### config.mk
export PLATFORM = sky130hd
export DESIGN_NAME = glue_periph_bridge
export DESIGN_NICKNAME = d
export VERILOG_FILES = /design/src/rtl/glue_pkg.sv /design/src/rtl/glue_wait_gen.sv /design/src/rtl/glue_wr_shaper.sv /design/src/rtl/glue_reset_pulse.sv /design/src/rtl/glue_periph_bridge.sv
export SDC_FILE = /design/constraint.sdc
export NUM_CORES = 1
export LEC_CHECK = 0
export ABC_AREA = 1
export ABC_CLOCK_PERIOD_IN_PS = 1700
export BUFFER_PORTS_ARGS = -buffer_cell sky130_fd_sc_hd__buf_2
export CAP_MARGIN = 20
export CORE_AREA = 2 2 39 41
export DETAILED_ROUTE_END_ITERATION = 10
export DIE_AREA = 0 0 41 43
export HOLD_SLACK_MARGIN = 0.05
export PLACE_DENSITY = 0.7
export SLEW_MARGIN = 20
export SYNTH_ARGS = -nofsm -noshare
export SYNTH_HDL_FRONTEND = slang
export SYNTH_SLANG_ARGS = --single-unit
### constraint.sdc
create_clock -name clk -period 1.7 [get_ports clk]
set_clock_uncertainty 0.05 [all_clocks]
set_input_delay 0.085 -clock clk [delete_from_list [all_inputs] [get_ports clk]]
set_output_delay 0.085 -clock clk [all_outputs]
set_load 0.05 [all_outputs]
### src/rtl/glue_pkg.sv
package glue_pkg;
  // Width needed to hold the values 0..n, never less than one bit.
  function automatic int unsigned cnt_width(input int unsigned n);
    int unsigned w;
    w = $clog2(n + 1);
    return (w < 1) ? 1 : w;
  endfunction

  // Value loaded into the wait counter when an access begins.
  function automatic int unsigned wait_load(input int unsigned waits);
    return (waits == 0) ? 0 : waits - 1;
  endfunction
endpackage

### src/rtl/glue_wait_gen.sv
module glue_wait_gen #(
  parameter int unsigned WAIT_CYC = 4
) (
  input  logic clk,
  input  logic rst_n,
  input  logic hit,
  output logic dm_ack
);
  import glue_pkg::*;
  localparam int unsigned CW = cnt_width(WAIT_CYC);

  logic          active;
  logic [CW-1:0] cnt;
  logic          start;

  assign start = hit & ~active;

  always_ff @(posedge clk or negedge rst_n) begin
    if (!rst_n) begin
      active <= 1'b0;
      cnt    <= '0;
    end else if (!hit) begin
      active <= 1'b0;
      cnt    <= '0;
    end else if (start) begin
      active <= 1'b1;
      cnt    <= CW'(wait_load(WAIT_CYC));
    end else if (cnt != '0) begin
      cnt <= cnt - 1'b1;
    end
  end

  assign dm_ack = ~hit | (active & (cnt == '0));
endmodule

### src/rtl/glue_wr_shaper.sv
module glue_wr_shaper (
  input  logic clk,
  input  logic rst_n,
  input  logic hit,
  input  logic dm_wr_n,
  output logic wr_line_n
);
  logic wr_dly_n;

  always_ff @(posedge clk or negedge rst_n) begin
    if (!rst_n) wr_dly_n <= 1'b1;
    else        wr_dly_n <= ~(hit & ~dm_wr_n);
  end

  // Assertion waits one edge; release follows the raw strobe at once.
  assign wr_line_n = wr_dly_n | dm_wr_n | ~hit;
endmodule

### src/rtl/glue_reset_pulse.sv
module glue_reset_pulse #(
  parameter int unsigned RST_CYC = 2
) (
  input  logic clk,
  input  logic rst_n,
  input  logic prst_req,
  output logic rst_act
);
  import glue_pkg::*;
  localparam int unsigned CW = cnt_width(RST_CYC);

  logic [CW-1:0] cnt;

  always_ff @(posedge clk or negedge rst_n) begin
    if (!rst_n)             cnt <= '0;
    else if (cnt != '0)     cnt <= cnt - 1'b1;
    else if (prst_req)      cnt <= CW'(RST_CYC);
  end

  assign rst_act = (cnt != '0);
endmodule

### src/rtl/glue_periph_bridge.sv
module glue_periph_bridge #(
  parameter int unsigned ADDR_W   = 16,
  parameter logic [ADDR_W-3:0] PERIPH_BASE = 14'h3C00,
  parameter int unsigned WAIT_CYC = 4,
  parameter int unsigned RST_CYC  = 2
) (
  input  logic              clk,
  input  logic              rst_n,
  input  logic [ADDR_W-1:0] bus_addr,
  input  logic              dm_rd_n,
  input  logic              dm_wr_n,
  input  logic              prst_req,
  output logic              per_cs_n,
  output logic              per_rd_n,
  output logic              per_wr_n,
  output logic              per_dc,
  output logic              per_ch,
  output logic              dm_ack
);
  logic hit;
  logic rst_act;
  logic wr_line_n;

  assign hit = (bus_addr[ADDR_W-1:2] == PERIPH_BASE) & (~dm_rd_n | ~dm_wr_n);

  glue_wait_gen #(.WAIT_CYC(WAIT_CYC)) u_wait (
    .clk(clk), .rst_n(rst_n), .hit(hit), .dm_ack(dm_ack)
  );

  glue_wr_shaper u_wr (
    .clk(clk), .rst_n(rst_n), .hit(hit), .dm_wr_n(dm_wr_n), .wr_line_n(wr_line_n)
  );

  glue_reset_pulse #(.RST_CYC(RST_CYC)) u_rst (
    .clk(clk), .rst_n(rst_n), .prst_req(prst_req), .rst_act(rst_act)
  );

  assign per_cs_n = ~(hit | rst_act);
  assign per_rd_n = ~((hit & ~dm_rd_n) | rst_act);
  assign per_wr_n = wr_line_n & ~rst_act;
  assign per_dc   = bus_addr[0];
  assign per_ch   = bus_addr[1];
endmodule

==> results of run 1 <==
[flip-flops by register name (all words and copies together) (netlist names)]
signal	flops
u_rst.cnt	2
u_wr.wr_dly_n	1
u_wait.active	1
u_wait.cnt	3
[per-layer routing]
metal	GRT usage (%)	vias to the layer above
met4	10.00	0
li1	-	267
met2	17.50	15
met1	15.95	195
met3	3.141	2
met5	0	-
[final cells by class]
class / count / area share [%]
multi-input cells: 50 / 42.22
flip-flops and latches: 7 / 26.11
inverters: 10 / 5.556
well taps: 16 / 2.963
clock buffers: 4 / 3.889
repair buffers: 24 / 19.26
[power by group]
part	internal (mW)	total [mW]	leakage (nW)	switching, mW
Sequential	0.192	0.204	0.0904	0.0123
Clock	0.0893	0.147	0.0150	0.0578
Combinational	0.0973	0.342	0.239	0.244
Total	0.379	0.693	0.344	0.315
[cell usage after synthesis]
cell / number / area, um2
a21oi_1: 1 / 5.000
and2_4: 1 / 8.760
buf_4: 2 / 15.01
dfrtp_1: 6 / 150.1
dfstp_2: 1 / 26.28
ha_1: 4 / 50.05
inv_1: 10 / 37.54
nand2_1: 15 / 56.30
nand2_2: 2 / 12.51
nand3_1: 1 / 5.000
nand3_2: 1 / 10.01
nand4_1: 6 / 37.54
nor2_1: 11 / 41.29
nor2_2: 3 / 18.77
nor2_4: 2 / 22.52
o21ai_0: 1 / 5.000
or2_1: 1 / 6.260
or2_2: 1 / 6.260
[worst max path at each step]
| stage | startpoint | to | slack, ps | cells after the start |
|---|---|---|---|---|
| final | dm_wr_n | dm_ack | 60 | 8 |
| after global routing | dm_wr_n | dm_ack | 7 | 8 |
| after CTS | dm_wr_n | dm_ack | 20 | 8 |
| after detailed placement | u_wait.cnt[0] | u_wait.cnt[0] | 380 | 7 |
| after global placement | u_wait.cnt[0] | dm_ack | 430 | 6 |
| after floorplan | u_rst.cnt[0] | per_rd_n | 280 | 4 |
[worst min-delay path, delay by kind of cell]
kind	cells	cell delay, ps
AO/OA/AOI/OAI	1	80
buffers and inverters	1	70
AND/OR/NAND/NOR	1	130
[metrics by stage]
| step | total power, mW | cell area [um2] |
|---|---|---|
| after floorplan | 0.4752 | 514.2 |
| after global placement | 0.5418 | 629.4 |
| after detailed placement | 0.5474 | 629.4 |
| after CTS | 0.7071 | 675.6 |
| after global routing | 0.7599 | 675.6 |
| final | 0.6932 | 675.6 |
[cells by family (layout without fill, tap and decap cells)]
logic type / Yosys count / after routing / share of synthesized area, %
and+or+nand+nor: 44 / 44 / 43.80
adders and majority gates: 4 / 4 / 9.733
AOI/OAI and AO/OA: 2 / 2 / 1.945
DFF: 7 / 7 / 34.31
buffers and inverters: 12 / 38 / 10.22
[timing repair]
item	4_1_cts	5_1_grt
hold buffers	2	0
setup endpoints to repair	0	2
buffers inserted	0	0
resized for setup	0	0
hold endpoints to repair	8	0
==> impl_metrics.py, run 1 <==
metrics = {
    "timing": {
        "finalSetupTns_ps": 0,
        "hold_ws_ps": 115.1,
        "maxSlewViolCount": 0,
        "timing.fmax_mhz": 610.0,
        "min_period_over_period_pct": 96.43,
        "rsz0062_at_grt": "false",
        "hold_viol": 0,
        "setup_viol": 0,
        "max_slew_margin_pct": 83.43,
        "worst_pin_slew_ps": 250.3,
        "post-route-min-period_ps": 1639,
        "finalWorstSetupSlack_ps": 60.67,
    },
    "routing": {
        "vias_per_cell": 4.315,
        "drt_iter0_drc": 1,
        "dr.pass1.iters": 4,
        "num_vias": 479,
        "m1WireLength_um": 450,
        "drt-total-wl_um": 943,
        "final_antenna_net_count": 0,
        "wl_met3_um": 67,
        "post_drt_wl_per_cell_um": 8.495,
        "drc": 0,
        "top_layer": "met4",
        "met2WireLength_um": 418,
    },
    "cells_and_area": {
        "antenna_cells": 0,
        "final_layout_size_suffix_gt1_share_pct": 37.89,
        "fin_nets": 121,
        "fillCellCount": 146,
        "final-seq-area_um2": 176.4,
        "final_cell_count_no_fill": 111,
        "final_util_pct": 48.82,
        "area_growth_pct": 31.39,
        "layout_commonest_cell": "buf_2",
        "mostFrequentLayoutCells": "buf_2, nand2_1, nor2_1, inv_1",
        "multi_input_area_um2": 285.3,
    },
    "clock_tree": {
        "root_buffer": "clkbuf_4",
        "cts_tree": "done",
        "clock_sinks": 7,
        "htreeDepth": 1,
        "cts_buffers": 3,
        "clk-insertion-delay-late_ps": 250,
        "clkTransAtPathRegs_ps": 50,
        "clockBufferDepth": 2,
    },
    "floorplan": {
        "fp.dieH_um": 43,
        "row_count": 14,
        "die_area_mm2": 0.001763,
        "io_pins": 27,
        "start_util_pct": 37.16,
        "fp.dieW_um": 41,
        "core-area_mm2": 0.001384,
    },
    "placed_design": {
        "numPortBuffers": 22,
        "place_inst": 105,
        "gp_congestion": 0.6760,
        "hpwl_um": 776.8,
        "pre_cts_ws_ps": 384.7,
    },
    "critical_path": {
        "path_cells": "dlygate4sd3_1 > buf_2 > nand2_1 > nand2_1 > nor2_4 > and2_4 > nand2_2 > buf_2",
        "regToRegSetupSlack_ps": 370,
        "reg2regPathDepth": 7,
        "rr_endpoint": "u_wait.cnt[0]",
        "r2r_start": "u_wait.cnt[0]",
        "crit_path_top_delay_cell": "dlygate4sd3_1",
        "crit_required_ps": 1560,
        "path_buf_inv": 3,
        "criticalPathCategory": "in -> out",
        "crit_path_start_kind": "input port",
        "crit_arrival_ps": 1500,
        "crit_path_end_kind": "output port",
        "critPathTopFamily": "buffers and inverters",
        "critical_path.max_fanout": 7,
        "crit_path_max_incr_delay_ps": 530,
    },
    "run_status": {
        "outcome": "finished clean",
    },
    "min_path": {
        "hold_path_end": "u_rst.cnt[1]",
        "min_from": "prst_req",
        "hold_depth": 3,
        "min-delay-path-class": "in -> reg",
    },
    "logic_synthesis": {
        "ys_types": 18,
        "syn_area_um2": 514.2,
        "syn_inst": 69,
        "syn_area_per_cell_um2": 7.453,
        "ys_seq_area_share_pct": 34.31,
        "synth-seq-cells": 7,
        "synthesis.nets": 94,
        "yosysWarningCount": 0,
    },
    "pwr": {
        "power_leakage_nw": 0.3441,
        "power_density_mw_per_mm2": 1026,
        "ir_drop_v": 0.0006534,
    },
    "global_routing": {
        "grt_max_degree": 8,
        "grt_pass1_vias": 411,
        "grt_pass1_wl_mm": 1.476,
        "grtUsageTotal_pct": 12.68,
        "gr-total-overflow": 0,
        "antenna_found_initial": 0,
    },
    "flow_run": {
        "maxCapViolCount": 0,
    },
}
(Power assumes the default switching activity.)
==> inputs of run 2 (changes only) <==
--- a/config.mk
+++ b/config.mk
@@ -13,7 +13,7 @@
 export DETAILED_ROUTE_END_ITERATION = 10
 export DIE_AREA = 0 0 41 43
 export HOLD_SLACK_MARGIN = 0.05
-export PLACE_DENSITY = 0.7
+export PLACE_DENSITY = 0.78
 export SLEW_MARGIN = 20
 export SYNTH_ARGS = -nofsm -noshare
 export SYNTH_HDL_FRONTEND = slang
==> run 2 against run 1 <==
Effect of this change: register-to-register slack improved by 40 ps; largest power group unchanged; die area unchanged; via count increased by 7.5%; global-route usage increased by 2.5 points.
==> impl_metrics.py, run 2 (synthesized netlist as in run 1, its figures left out) <==
metrics = {
    "run_status": {
        "outcome": "finished clean",
    },
    "placed_design": {
        "numPortBuffers": 22,
        "gp_congestion": 0.6953,
        "hpwl_um": 850.7,
    },
    "global_routing": {
        "grt_max_degree": 8,
        "grt_pass1_vias": 481,
        "gr-total-overflow": 0,
        "grtUsageTotal_pct": 15.20,
        "grt_pass1_wl_mm": 1.794,
        "antenna_found_initial": 0,
    },
    "clock_tree": {
        "cts_buffers": 3,
        "clock_sinks": 7,
        "cts_tree": "done",
        "clockBufferDepth": 2,
        "root_buffer": "clkbuf_4",
        "clk-insertion-delay-late_ps": 250,
        "htreeDepth": 1,
        "clkTransAtPathRegs_ps": 50,
    },
    "timing": {
        "finalSetupTns_ps": 0,
        "timing.fmax_mhz": 641.2,
        "rsz0062_at_grt": "false",
        "worst_pin_slew_ps": 249.0,
        "hold_viol": 0,
        "maxSlewViolCount": 0,
        "min_period_over_period_pct": 91.74,
        "post-route-min-period_ps": 1560,
        "max_slew_margin_pct": 83.51,
        "setup_viol": 0,
    },
    "floorplan": {
        "io_pins": 27,
        "row_count": 14,
        "core-area_mm2": 0.001384,
        "start_util_pct": 37.16,
        "fp.dieH_um": 43,
        "fp.dieW_um": 41,
        "die_area_mm2": 0.001763,
    },
    "routing": {
        "vias_per_cell": 4.598,
        "final_antenna_net_count": 0,
        "num_vias": 515,
        "drt_iter0_drc": 6,
        "post_drt_wl_per_cell_um": 9.348,
        "drt-total-wl_mm": 1.047,
        "drc": 0,
        "dr.pass1.iters": 4,
    },
    "critical_path": {
        "path_buf_inv": 2,
        "critical_path.max_fanout": 5,
        "reg2regPathDepth": 7,
        "crit_path_start_kind": "flop",
        "rr_endpoint": "u_wait.cnt[0]",
        "crit_path_max_incr_delay_ps": 360,
        "path_cells": "inv_1 > ha_1 > ha_1 > nand2_2 > nand2_2 > clkbuf_4",
        "r2r_start": "u_wait.cnt[0]",
        "crit_path_end_kind": "output port",
        "critPathTopFamily": "adder cells",
        "crit_arrival_ps": 1420,
        "crit_path_top_delay_cell": "dfrtp_1",
        "criticalPathCategory": "reg -> out",
        "crit_required_ps": 1560,
        "regToRegSetupSlack_ps": 410,
    },
    "pwr": {
        "power_density_mw_per_mm2": 1022,
        "ir_drop_v": 0.0005995,
        "power_leakage_nw": 0.3521,
    },
    "cells_and_area": {
        "largest_reg_flops": 3,
        "area_growth_pct": 33.82,
        "registers.top_by_ff_count": "u_wait.cnt",
        "final_util_pct": 49.73,
        "mostFrequentLayoutCells": "buf_2, nand2_1, nor2_1, inv_1",
        "reg_top3": "u_wait.cnt (3), u_rst.cnt (2)",
        "fillCellCount": 138,
        "antenna_cells": 0,
        "fin_nets": 122,
        "layout_commonest_cell": "buf_2",
        "final_layout_size_suffix_gt1_share_pct": 39.58,
    },
    "min_path": {
        "min_from": "prst_req",
        "hold_depth": 3,
        "min-delay-path-class": "in -> reg",
        "hold_path_end": "u_rst.cnt[1]",
    },
    "flow_run": {
        "maxCapViolCount": 0,
    },
}
[run 2: changes by cell type in the layout (fill, tap and decap cells not counted), sizes merged]
cell | previous run | this run
clkbuf | 4 | 5
[run 2: routing by layer]
metal | routed length [um] | vias to the layer above | track usage [%]
li1 | - | 269 | -
met1 | 454 | 231 | 17.22
met2 | 518 | 13 | 24.06
met3 | 68 | 2 | 3.141
met4 | 6 | 0 | 10.00
met5 | 0 | - | 0
[run 2: worst max path at each step]
| stage | to | start | cells after the start |
|---|---|---|---|
| 2_1_floorplan | per_rd_n | u_rst.cnt[0] | 4 |
| 3_3_place_gp | dm_ack | u_wait.cnt[0] | 6 |
| 3_5_place_dp | u_wait.cnt[0] | u_wait.cnt[0] | 7 |
| 4_1_cts | dm_ack | dm_wr_n | 8 |
| 5_1_grt | dm_ack | u_wait.cnt[0] | 6 |
| 6_report | dm_ack | u_wait.cnt[0] | 6 |
[run 2: what timing repair did]
action	CTS	global route
setup buffers	0	1
hold endpoints to repair	8	0
setup endpoints to repair	0	2
hold buffers	2	0
gates resized for setup	0	2
[run 2: power breakdown]
group / internal, mW / total (mW) / switching (mW)
combinational: 0.0982 / 0.344 / 0.245
sequential: 0.192 / 0.205 / 0.0129
clock: 0.0898 / 0.155 / 0.0649
total: 0.380 / 0.703 / 0.323
[run 2: metrics by stage]
| stage | hold WS [ps] | area (um2) | setup slack, ps | cells | total power [mW] |
|---|---|---|---|---|---|
| after floorplan | -260.6 | 514.2 | 284.7 | 69 | 0.4752 |
| after global placement | -124.4 | 629.4 | 419.4 | 105 | 0.5405 |
| after detailed placement | -121.5 | 629.4 | 361.4 | 105 | 0.5512 |
| after CTS | 117.7 | 675.6 | 23.22 | 111 | 0.7164 |
| after global routing | 120.1 | 688.2 | 32.52 | 112 | 0.7573 |
| final | 119.0 | 688.2 | 140.5 | 112 | 0.7033 |
[run 2: final cells by class]
cell class	count	area [um2]	share of cell area (%)
inverter	10	37.54	5.455
clock buffer	4	26.28	3.818
tap	16	20.02	2.909
timing repair buffer	25	140.1	20.36
sequential	7	176.4	25.64
multi-input combinational	50	287.8	41.82
[run 2: tightest hold or removal path: cells and delay by family]
kind	cells	cell delay [ps]
AND/OR/NAND/NOR	1	140
buffers and inverters	1	70
AO/OA/AOI/OAI	1	80
==> inputs of run 3 (changes only) <==
--- a/config.mk
+++ b/config.mk
@@ -6,7 +6,7 @@
 export NUM_CORES = 1
 export LEC_CHECK = 0
 export ABC_AREA = 1
-export ABC_CLOCK_PERIOD_IN_PS = 1700
+export ABC_CLOCK_PERIOD_IN_PS = 1600
 export BUFFER_PORTS_ARGS = -buffer_cell sky130_fd_sc_hd__buf_2
 export CAP_MARGIN = 20
 export CORE_AREA = 2 2 39 41
==> constraint.sdc (replaced) <==
create_clock -name clk -period 1.6 [get_ports clk]
set_clock_uncertainty 0.05 [all_clocks]
set_input_delay 0.08 -clock clk [delete_from_list [all_inputs] [get_ports clk]]
set_output_delay 0.08 -clock clk [all_outputs]
set_load 0.05 [all_outputs]
==> run 3 against run 2 <==
Effect of this change: clock power increased by 5%; non-clock buffer count is 1 higher; sequential power increased by 5%; utilization grew 0.54 points; combinational power rose by 5%; sequential share of layout area is 0.28 points lower; hold slack got worse by 12 ps; via count decreased by 0.78%; setup slack worse by 52 ps; cell area is 1.1% higher; first-iteration DRC count rose by 17%; critical path type unchanged.
==> impl_metrics.py, run 3 (synthesized netlist as in run 1, its figures left out) <==
metrics = {
    "clock_tree": {
        "clk-insertion-delay-late_ps": 250,
        "root_buffer": "clkbuf_4",
        "clockBufferDepth": 2,
        "cts_buffers": 3,
        "cts_tree": "done",
        "htreeDepth": 1,
        "clock_sinks": 7,
        "clkTransAtPathRegs_ps": 50,
    },
    "min_path": {
        "min-delay-path-class": "in -> reg",
        "min_from": "prst_req",
        "hold_depth": 3,
        "hold_path_end": "u_rst.cnt[1]",
    },
    "critical_path": {
        "cp-startpoint": "u_wait.cnt[0]",
        "critical_path.max_fanout": 4,
        "rr_endpoint": "u_wait.cnt[0]",
        "reg2regPathDepth": 7,
        "path_cells": "inv_1 > ha_1 > ha_1 > nand2_2 > nand2_2 > buf_4",
        "criticalPathCategory": "reg -> out",
        "regToRegSetupSlack_ps": 320,
        "crit_required_ps": 1470,
        "crit_arrival_ps": 1380,
        "crit_path_end_kind": "output port",
        "r2r_start": "u_wait.cnt[0]",
        "crit_path_top_delay_cell": "dfrtp_1",
        "crit_path_max_incr_delay_ps": 360,
        "crit_path_start_kind": "flop",
    },
    "global_routing": {
        "grt_max_degree": 8,
        "grt_pass1_wl_mm": 1.821,
        "gr-total-overflow": 0,
        "antenna_found_initial": 0,
        "grtUsageTotal_pct": 15.30,
        "grt_pass1_vias": 501,
    },
    "floorplan": {
        "fp.dieW_um": 41,
        "fp.dieH_um": 43,
        "die_area_mm2": 0.001763,
        "core-area_mm2": 0.001384,
        "start_util_pct": 37.16,
        "io_pins": 27,
        "row_count": 14,
    },
    "placed_design": {
        "placed_cell_area_um2": 629.4,
        "gp_congestion": 0.6957,
        "numPortBuffers": 22,
        "hpwl_um": 835.9,
        "place_inst": 105,
        "pre_cts_ws_ps": 267.1,
    },
    "timing": {
        "max_slew_margin_pct": 83.32,
        "post-route-min-period_ps": 1512,
        "min_period_over_period_pct": 94.49,
        "setup_viol": 0,
        "worst_pin_slew_ps": 251.9,
        "hold_viol": 0,
        "timing.fmax_mhz": 661.4,
        "maxSlewViolCount": 0,
        "hold_ws_ps": 107.3,
        "finalWorstSetupSlack_ps": 88.15,
    },
    "pwr": {
        "ir_drop_v": 0.0006338,
        "power_leakage_nw": 0.3548,
        "power_density_mw_per_mm2": 1064,
        "fin_total_pwr_mw": 0.7403,
    },
    "cells_and_area": {
        "largest_reg_flops": 3,
        "fin_nets": 123,
        "antenna_cells": 0,
        "registers.top_by_ff_count": "u_wait.cnt",
        "reg_top3": "u_wait.cnt (3), u_rst.cnt (2)",
        "final-seq-area_um2": 176.4,
        "design_area_um2": 695.7,
        "fillCellCount": 146,
        "final_cell_count_no_fill": 113,
        "area_growth_pct": 35.28,
        "layout_commonest_cell": "buf_2",
        "mostFrequentLayoutCells": "buf_2, nand2_1, nor2_1, inv_1",
        "multi_input_area_um2": 287.8,
        "final_layout_size_suffix_gt1_share_pct": 40.21,
    },
    "routing": {
        "dr.pass1.iters": 4,
        "post_drt_wl_per_cell_um": 9.655,
        "drt_iter0_drc": 7,
        "vias_per_cell": 4.522,
        "num_vias": 511,
        "drc": 0,
        "drt-total-wl_mm": 1.091,
        "final_antenna_net_count": 0,
    },
    "run_status": {
        "outcome": "finished clean",
    },
    "flow_run": {
        "maxCapViolCount": 0,
    },
}
## run 3: worst max path at each step
stage,endpoint,depth (start not counted)
finish,dm_ack,6
global route,dm_ack,6
CTS,dm_ack,6
detailed placement,u_wait.cnt[0],7
global placement,dm_ack,6
floorplan,per_rd_n,4
## run 3: critical path, delay by kind of cell (launching register included)
family / cells / cell delay (ps)
adder cells (fa/ha/maj): 2 / 390
buffers and inverters: 2 / 230
flip-flops: 1 / 360
AND/OR/NAND/NOR: 2 / 160
## run 3: stage by stage
stage / setup TNS [ps] / utilization [%]
floorplan: 0 / -
global placement: 0 / 45.48
detailed placement: 0 / 45.48
CTS: 0 / 49.01
global route: -18.92 / 50.27
finish: 0 / 50.27
## run 3: repair_timing
item / in CTS / in global routing
endpoints found under the setup margin: 1 / 1
hold buffers: 2 / 0
buffers inserted: 0 / 2
gates resized for setup: 1 / 1
pin swaps: 0 / 1
endpoints found under the hold margin: 8 / 0
## run 3: layout make-up
cell class,count,share of cell area [%]
Multi-Input combinational cell,50,41.37
Sequential cell,7,25.36
Timing Repair Buffer,26,21.22
Inverter,10,5.396
Clock buffer,4,3.777
Tap cell,16,2.878
## run 3: layer usage
metal	GRT usage, %	vias to the layer above	routed length, um
li1	-	271	-
met1	16.89	223	439
met2	24.69	15	570
met3	3.141	2	75
met4	10.00	0	6
met5	0	-	0
## run 3: where the power goes
| group | internal (mW) | leakage [nW] | switching (mW) |
|---|---|---|---|
| Sequential | 0.204 | 0.0904 | 0.0124 |
| Clock | 0.0953 | 0.0150 | 0.0673 |
| Combinational | 0.103 | 0.249 | 0.258 |
